## config.mk

```make
export PLATFORM = sky130hd
export DESIGN_NAME = rtc_calendar
export DESIGN_NICKNAME = d
export VERILOG_FILES = /design/src/rtl/rtc_calendar.sv
export SDC_FILE = /design/constraint.sdc
export NUM_CORES = 1
export LEC_CHECK = 0
export BUFFER_PORTS_ARGS = -buffer_cell sky130_fd_sc_hd__buf_4
export CELL_PAD_IN_SITES_DETAIL_PLACEMENT = 0
export CELL_PAD_IN_SITES_GLOBAL_PLACEMENT = 1
export CORE_ASPECT_RATIO = 1.1
export CORE_UTILIZATION = 45
export DETAILED_ROUTE_END_ITERATION = 16
export PLACE_DENSITY = 0.83
export SKIP_CTS_REPAIR_TIMING = 1
export SLEW_MARGIN = 10
export SYNTH_ARGS = -nofsm -noshare
export SYNTH_HDL_FRONTEND = slang
export SYNTH_SLANG_ARGS = --single-unit
```

## constraint.sdc

```tcl
create_clock -name clk -period 15.8 [get_ports clk]
set_input_delay 1.58 -clock clk [delete_from_list [all_inputs] [get_ports clk]]
set_output_delay 1.58 -clock clk [all_outputs]
set_load 0.05 [all_outputs]
```

## src/rtl/rtc_calendar.sv

```systemverilog
module rtc_calendar (
  input  logic       clk,
  input  logic       rst_n,
  input  logic       tick,
  input  logic       halt,
  input  logic       wr_en,
  input  logic [3:0] wr_sel,
  input  logic [7:0] wr_data,
  input  logic [3:0] rd_sel,
  output logic [7:0] rd_data
);

  function automatic logic [7:0] inc8(input logic [7:0] v);
    return (v[3:0] == 4'd9) ? {v[7:4] + 4'd1, 4'd0} : {v[7:4], v[3:0] + 4'd1};
  endfunction

  function automatic logic [6:0] bcd2bin(input logic [7:0] v);
    return 7'(v[7:4]) * 7'd10 + 7'(v[3:0]);
  endfunction

  function automatic logic [7:0] bin2bcd(input logic [6:0] b);
    return {4'(b / 7'd10), 4'(b % 7'd10)};
  endfunction

  logic [7:0] hs_q, sec_q, min_q, date_q, month_q, year_q;
  logic [5:0] hr_q;
  logic [2:0] wd_q;
  logic       pm_q, mode_q;

  logic adv, c_s, c_m, c_h, c_d, c_mo, c_y;
  logic leap;
  logic [4:0] lsum;
  logic [7:0] last_day;
  logic [5:0] hr_inc;
  logic [6:0] hbin;
  logic [5:0] hr12, hr24;
  logic       pm12;

  assign adv  = tick & ~halt & ~wr_en;
  assign c_s  = adv & (hs_q == 8'h99);
  assign c_m  = c_s & (sec_q == 8'h59);
  assign c_h  = c_m & (min_q == 8'h59);
  assign c_d  = c_h & (mode_q ? (hr_q == 6'h11 && pm_q) : (hr_q == 6'h23));
  assign c_mo = c_d & (date_q == last_day);
  assign c_y  = c_mo & (month_q == 8'h12);

  assign lsum = {1'b0, year_q[3:0]} + {3'b0, year_q[4], 1'b0};
  assign leap = (lsum[1:0] == 2'b00);

  always_comb begin
    case (month_q)
      8'h02:                      last_day = leap ? 8'h29 : 8'h28;
      8'h04, 8'h06, 8'h09, 8'h11: last_day = 8'h30;
      default:                    last_day = 8'h31;
    endcase
  end

  assign hr_inc = 6'(inc8({2'b00, hr_q}));
  assign hbin   = bcd2bin({2'b00, hr_q});

  always_comb begin
    if (hbin == 7'd0) begin
      hr12 = 6'h12; pm12 = 1'b0;
    end else if (hbin < 7'd12) begin
      hr12 = hr_q;  pm12 = 1'b0;
    end else if (hbin == 7'd12) begin
      hr12 = 6'h12; pm12 = 1'b1;
    end else begin
      hr12 = 6'(bin2bcd(hbin - 7'd12)); pm12 = 1'b1;
    end
    if (hbin == 7'd12) hr24 = pm_q ? 6'h12 : 6'h00;
    else if (pm_q)     hr24 = 6'(bin2bcd(hbin + 7'd12));
    else               hr24 = hr_q;
  end

  always_ff @(posedge clk) begin
    if (!rst_n) begin
      hs_q    <= 8'h00;
      sec_q   <= 8'h00;
      min_q   <= 8'h00;
      hr_q    <= 6'h00;
      pm_q    <= 1'b0;
      wd_q    <= 3'd1;
      date_q  <= 8'h01;
      month_q <= 8'h01;
      year_q  <= 8'h00;
      mode_q  <= 1'b0;
    end else if (wr_en) begin
      case (wr_sel)
        4'd0: hs_q    <= wr_data;
        4'd1: sec_q   <= wr_data;
        4'd2: min_q   <= wr_data;
        4'd3: begin hr_q <= wr_data[5:0]; pm_q <= wr_data[6]; end
        4'd4: wd_q    <= wr_data[2:0];
        4'd5: date_q  <= wr_data;
        4'd6: month_q <= wr_data;
        4'd7: year_q  <= wr_data;
        4'd8: begin
          mode_q <= wr_data[0];
          if (wr_data[0] && !mode_q) begin
            hr_q <= hr12; pm_q <= pm12;
          end else if (!wr_data[0] && mode_q) begin
            hr_q <= hr24;
          end
        end
        default: ;
      endcase
    end else if (adv) begin
      hs_q <= (hs_q == 8'h99) ? 8'h00 : inc8(hs_q);
      if (c_s) sec_q <= (sec_q == 8'h59) ? 8'h00 : inc8(sec_q);
      if (c_m) min_q <= (min_q == 8'h59) ? 8'h00 : inc8(min_q);
      if (c_h) begin
        if (mode_q) begin
          hr_q <= (hr_q == 6'h12) ? 6'h01 : hr_inc;
          if (hr_q == 6'h11) pm_q <= ~pm_q;
        end else begin
          hr_q <= (hr_q == 6'h23) ? 6'h00 : hr_inc;
        end
      end
      if (c_d) begin
        wd_q   <= (wd_q == 3'd7) ? 3'd1 : wd_q + 3'd1;
        date_q <= (date_q == last_day) ? 8'h01 : inc8(date_q);
      end
      if (c_mo) month_q <= (month_q == 8'h12) ? 8'h01 : inc8(month_q);
      if (c_y)  year_q  <= (year_q == 8'h99) ? 8'h00 : inc8(year_q);
    end
  end

  always_comb begin
    case (rd_sel)
      4'd0:    rd_data = hs_q;
      4'd1:    rd_data = sec_q;
      4'd2:    rd_data = min_q;
      4'd3:    rd_data = {1'b0, mode_q & pm_q, hr_q};
      4'd4:    rd_data = {5'b0, wd_q};
      4'd5:    rd_data = date_q;
      4'd6:    rd_data = month_q;
      4'd7:    rd_data = year_q;
      4'd8:    rd_data = {7'b0, mode_q};
      default: rd_data = 8'h00;
    endcase
  end


  hs_wrap_chk: assert property (@(posedge clk) disable iff (!rst_n)
    c_s |=> (hs_q == 8'h00));


  midnight_chk: assert property (@(posedge clk) disable iff (!rst_n)
    (c_d && !mode_q) |=> (hr_q == 6'h00 && date_q != $past(date_q)));


  date_roll_chk: assert property (@(posedge clk) disable iff (!rst_n)
    c_mo |=> (date_q == 8'h01));


  pm_toggle_chk: assert property (@(posedge clk) disable iff (!rst_n)
    (c_h && mode_q && hr_q == 6'h11) |=> (pm_q != $past(pm_q) && hr_q == 6'h12));


  halt_hold_chk: assert property (@(posedge clk) disable iff (!rst_n)
    (halt && !wr_en) |=> ($stable(hs_q) && $stable(sec_q) && $stable(date_q)));


  wr_prio_chk: assert property (@(posedge clk) disable iff (!rst_n)
    (wr_en && wr_sel == 4'd0) |=> (hs_q == $past(wr_data) && $stable(sec_q)));

endmodule

```

* Word-level counts from Yosys, hierarchy flattened
Cells that the tools add are included.
** Cells by class
- Add/subtract/negate cells :: 19
- $mul :: 1
- Equality and inequality tests :: 51
- Reduce and logical (&&, ||, !) cells :: 41
- Bitwise logic cells :: 12
- Magnitude comparators :: 1
- Muxes and demuxes :: 69
- Div/mod/pow operators :: 4
** Operators by type and width (count)
- $mux W8 :: 35
- $mux W6 :: 14
- $pmux W8 S9 :: 1
- $add A4 B1 Y4 const B :: 13
- $eq A4 B4 Y1 const B :: 9
- $eq A4 B3 Y1 const B :: 8
- $reduce_and A3 Y1 :: 7
- $reduce_and A4 Y1 :: 5
- $reduce_bool A2 Y1 :: 9
- $reduce_bool A3 Y1 :: 6
- $eq A4 B2 Y1 const B :: 4
- $eq A8 B3 Y1 const B :: 2
- $eq A8 B5 Y1 const B :: 2
- $eq A8 B7 Y1 const B :: 2
- $eq A8 B8 Y1 const B :: 2
- $mux W3 :: 5
- $div A7 B4 Y7 const B :: 2
- $mod A7 B4 Y7 const B :: 2
- $ne A2 B1 Y1 const B :: 7
- $eq A6 B5 Y1 const B :: 2
- $pmux W6 S2 :: 1
- $reduce_and A6 Y1 :: 2
- $mux W1 :: 10
- $ne A5 B5 Y1 const B :: 2
- other kinds (30) :: 46
** Word-level totals
- Output and inout port bits :: 8
- Register bits after elaboration :: 59
- Logic and storage cells :: 214
- Input bits :: 21

* Depth between registers and ports, before layout
- Depth in word-level cells :: 12
- Depth in mapped cells :: 27
- Depth with buffers taken out :: 26

* Least setup slack after synthesis
No wires, ideal clock.
- Path kind :: input to output
- From :: in rd_sel[2]
- To :: out rd_data[0]
- Required time :: 14220 ps
- Setup slack :: 10637 ps
- Data arrival time :: 3583 ps
- Stages :: 7
- Buffers on the path :: 1
- Cells stage by stage :: clkbuf_1 inv_1 nor2_1 a22oi_1 a21oi_1 nor2_1 o21ai_0
** On the way
- Cells in the longest elaborated chain, start to end :: 2
- Elaborated cells on any way between the ends :: 10
- Those cells by class :: eq/ne (8); mux (1); reduce/logical (1)
** RTL lines
- start, declared :: line 9 : input logic [3:0] rd_sel,
- $eq A4 B4 Y1, or another cell as far along :: line 130 : case (rd_sel)
- $pmux W8 S9 (*) :: line 130
- end, declared :: line 10 : output logic [7:0] rd_data
Every way passes the cells marked *; elsewhere a longest branch is shown, timed or not.

* Final worst setup path
- From :: reg hr_q[5]
- To :: reg hr_q[4]
** On the way
- Cells in the longest elaborated chain, start to end :: 10
- Elaborated cells on any way between the ends :: 28
- Those cells by class :: add/sub (3); mul (1); div (2); order compare (1); eq/ne (5); mux (14); reduce/logical (2)
** RTL lines
- start, declared :: line 26 : logic [5:0] hr_q;
- start signal, assigned :: line 93 : 4'd3: begin hr_q <= wr_data[5:0]; pm_q <= wr_data[6]; end
- start signal, assigned :: line 101 : hr_q <= hr12; pm_q <= pm12;
- start signal, assigned :: line 103 : hr_q <= hr24;
- $mul A2 B3 Y5 :: line 18 : return 7'(v[7:4]) * 7'd10 + 7'(v[3:0]);
- $add A6 B4 Y7 :: line 18
- $add A7 B4 Y7 or $sub A7 B4 Y7 (tied branches) :: line 72, 69
- $div A7 B4 Y7 :: line 22 : return {4'(b / 7'd10), 4'(b % 7'd10)};
- $mux W6 (on tied branches) :: line 72, 66
- $mux W6 (on tied branches) :: line 71, 64
- $mux W6 (on tied branches) :: line 102, 62
- $mux W6 :: line 100 : if (wr_data[0] && !mode_q) begin
- $pmux W6 S2 :: line 89 : case (wr_sel)
- $mux W6 :: line 88 : end else if (wr_en) begin
Parallel ways exist; a longest one is shown, timed or not. The select of a mux whose other input is x is not followed.
A chain may end at the register's enable or synchronous reset.

==> qor.txt <==
Status: finished, final reports clean
Count of final max-slew check failures: 0
Drt total wl: 18700 um
Sequential share of power: 38.0%
Synth cell types: 89
Setup_tns: 0 ns
Worst Path Required: 16.00 ns
Io pins: 29
Root buf cell: clkbuf_16
CP peak stage delay: 0.82 ns
H-tree depth: 3
Vias after detailed routing: 6165
RSZ-0062 raised after global routing: no
Remaining Overflow, GRT: 0
Port Buffers: 28
Number of remaining DRC errors: 0
CP bufs+invs: 5
Die height: 121 um
Initial antenna violation count: 0
Post-synthesis register bit count: 59
DRT antenna net count: 0
Area Growth Syn to Fin: 8.33%
Drt via density: 6.49
CP max FO: 27
# fillers: 1233
Async set or reset register ratio after synthesis: 0%
Combinational share of power: 19.7%
Peak supply drop: 53.9 uV
Wirelength per Cell: 19.7 um
Power per cell area: 66.0 nW/um^2
F_max: 0.162 GHz
CP Capture Type: register
HP Class: register to register
Static leakage: 2.29 nW
TritonRoute pass-1 iters: 5
Max-Cap Viols: 0
Avg Inst Size Synth: 7.25 um^2
Hold Vio Cnt, Final: 0
Die X: 110 um
Clk pwr share: 42.3%
Post-Syn Area: 5770 um^2
Die area: 13300 um^2
Clk Latency, worst-skew pair: 0.33 ns
Commonest cells after routing, fill and taps aside: o21ai_0, nor2_1, a21oi_1, dfxtp_1, nand2_1
Syn nets: 849
Final Cell Area: 6250 um^2
Clk pin slew, worst setup/hold paths: 0.05 ns
ANT cells: 0
CP max stage cell: dfxtp_1
YS warnings: 0
EDFF count, synth: 0
Seq/Total Area, Yosys: 20.5%
Clk buf depth: 2
Final setup fails: 0
TritonCTS clock tree: done
Largest net degree at the start of global routing: 53
Net Switching: 0.000126 W
Worst Tran Pin Value: 0.862 ns
First-pass GRT wire length: 29000 um
Initial core utilization: 46.0%
Cts bufs inserted: 9
WP data arrival: 6.37 ns
Slew HR: 42.5%
Critical-path cell list: inv_1 > fa_1 > buf_4 > inv_1 > ha_1 > nand2b_1 > a221oi_1 > o21ai_1 > and2_4 > inv_1 > ha_1 > inv_1 > o22ai_1 > nand3b_1 > a31oi_1 > o21ai_2 > nand2_1 > nand2_1 > o21ai_0 > ha_1 > a21bo_2 > a221oi_2 > a221o_1 > o211ai_1
Final GP Congestion: 0.875
Hpwl dp: 13800 um
Switching portion of total power: 30.5%
Tcrit/Tclk final: 39.0%
Top FF cell, synth: dfxtp_1
Crit path kind: register to register
Clock Skew: 0.00519 ns
Cell-internal power: 0.000287 W
Most frequent CP cell: inv_1
Vias in the first global route: 5738
Std-Cell Rows: 43
Most common cell after layout, fill and taps aside: o21ai_0
Worst Setup Start Kind: register
Share of layout cells above drive strength 1: 9.84%
Initial drt markers: 457
Synth Instances: 795
Post-layout min period: 6.17 ns
CTS Sinks: 59
Crit path max-delay family: compound AO/OA/AOI/OAI gates
Area after DPL: 5990 um^2
Gr usage total: 28.3%
Final net count: 842
Core Footprint: 12500 um^2
## logic make-up (layout without fill, tap and decap cells)
kind of cell    Yosys count  after routing  synth area share (%)
compound gates          299            299                  33.8
simple gates            289            289                  26.6
buf+inv                  90             88                  6.21
flops                    59             59                  20.5
fa+ha+maj                33             33                  7.29
mux                      20             20                  4.64
xor+xnor                  5              5                 0.890
## stage by stage
| step | worst slack [ns] | utilization, % | total power [W] | hold WS, ns | instances |
|---|---|---|---|---|---|
| 2_1_floorplan | 10.64 | - | 0.000217 | 0.457 | 795 |
| 3_3_place_gp | 9.92 | 47.8 | 0.000238 | 0.488 | 934 |
| 3_5_place_dp | 9.77 | 47.8 | 0.000239 | 0.488 | 934 |
| 4_1_cts | 9.76 | 49.8 | 0.000412 | 0.492 | 950 |
| 5_1_grt | 9.12 | 49.8 | 0.000427 | 0.533 | 950 |
| 6_report | 9.63 | 49.8 | 0.000412 | 0.491 | 950 |
## sequential cells by signal (all words and copies together) (netlist names)
register  cells
min_q         8
hr_q          6
wd_q          3
pm_q          1
hs_q          8
date_q        8
sec_q         8
month_q       8
mode_q        1
year_q        8
## worst register-to-register path: stages, from the launching register on
cell and delay [ns]:
dfxtp_1 0.82, inv_1 0.34, fa_1 0.58, buf_4 0.27, inv_1 0.34, ha_1 0.30, nand2b_1 0.13, a221oi_1 0.33
o21ai_1 0.15, and2_4 0.23, inv_1 0.06, ha_1 0.22, inv_1 0.10, o22ai_1 0.16, nand3b_1 0.10, a31oi_1 0.20
o21ai_2 0.13, nand2_1 0.14, nand2_1 0.06, o21ai_0 0.11, ha_1 0.29, a21bo_2 0.26, a221oi_2 0.42, a221o_1 0.22
o211ai_1 0.08
## per-layer routing
metal  global-route usage (%)  share of wire [%]  routed length, um  up-vias
li1                         -                  -                  -     2953
met1                     32.9                 41               7680     2933
met2                     49.5                 50               9320      228
met3                     3.40                4.5                848       51
met4                     15.7                4.5                839        0
met5                        0                  0                  0        -
## final cells by class
cell class / count / area (um^2) / area share, %
clock buffer: 13 / 240 / 3.85
clock inverter: 3 / 15.0 / 0.240
inverter: 41 / 154 / 2.46
multi-input combinational: 646 / 4230 / 67.7
sequential: 59 / 1180 / 18.9
tap: 157 / 196 / 3.15
timing repair buffer: 31 / 233 / 3.73
## power groups by stage
stage / Sequential (W) / Combinational [W] / Clock [W]
floorplan: 0.000157 / 0.0000595 / 0
global placement: 0.000159 / 0.0000786 / 0
detailed placement: 0.000159 / 0.0000799 / 0
CTS: 0.000156 / 0.0000803 / 0.000175
global route: 0.000157 / 0.0000888 / 0.000181
finish: 0.000157 / 0.0000814 / 0.000174
## cell usage after synthesis, types with 4 or more instances
library cell | instances | area (um^2)
a21oi_1 | 74 | 370
mux2i_1 | 11 | 110
o211ai_1 | 12 | 90.1
mux4_2 | 5 | 113
buf_2 | 4 | 20.0
nand2_1 | 47 | 176
nand2b_1 | 16 | 100
ha_1 | 32 | 400
nand3_1 | 22 | 110
a31oi_1 | 11 | 68.8
o21a_1 | 5 | 37.5
inv_1 | 41 | 154
buf_1 | 7 | 26.3
or3_1 | 5 | 31.3
a211oi_1 | 9 | 67.6
o22ai_1 | 10 | 62.6
a221oi_1 | 5 | 43.8
nand4b_1 | 5 | 43.8
nor2_1 | 79 | 297
or2_2 | 8 | 50.1
dfxtp_1 | 59 | 1180
and2_1 | 8 | 50.1
o21bai_1 | 4 | 30.0
a211o_1 | 4 | 35.0
clkbuf_1 | 35 | 131
o21ai_0 | 87 | 435
a22oi_1 | 10 | 75.1
a21o_1 | 9 | 67.6
nand3b_1 | 9 | 67.6
nor2b_1 | 13 | 81.3
and3_1 | 10 | 62.6
mux2_2 | 4 | 45.0
o221ai_1 | 4 | 35.0
a311oi_1 | 5 | 43.8
o31ai_1 | 7 | 52.6
o311a_1 | 4 | 40.0
nor3_1 | 19 | 95.1
nor3b_1 | 11 | 82.6
nor4_1 | 11 | 68.8
nand4_1 | 5 | 31.3
## path summary, 6_finish.rpt
| kind | cells after the start | end | start | slack [ns] |
|---|---|---|---|---|
| max reg2reg | 24 | hr_q[4]$_SDFFE_PN0P_ | hr_q[5]$_SDFFE_PN0P_ | 9.63 |
| min reg2reg | 2 | min_q[7]$_SDFFE_PN0P_ | min_q[7]$_SDFFE_PN0P_ | 0.49 |
| min | 2 | min_q[7]$_SDFFE_PN0P_ | min_q[7]$_SDFFE_PN0P_ | 0.49 |
| max | 24 | hr_q[4]$_SDFFE_PN0P_ | hr_q[5]$_SDFFE_PN0P_ | 9.63 |
No activity file was read; power rests on OpenSTA's default activity.
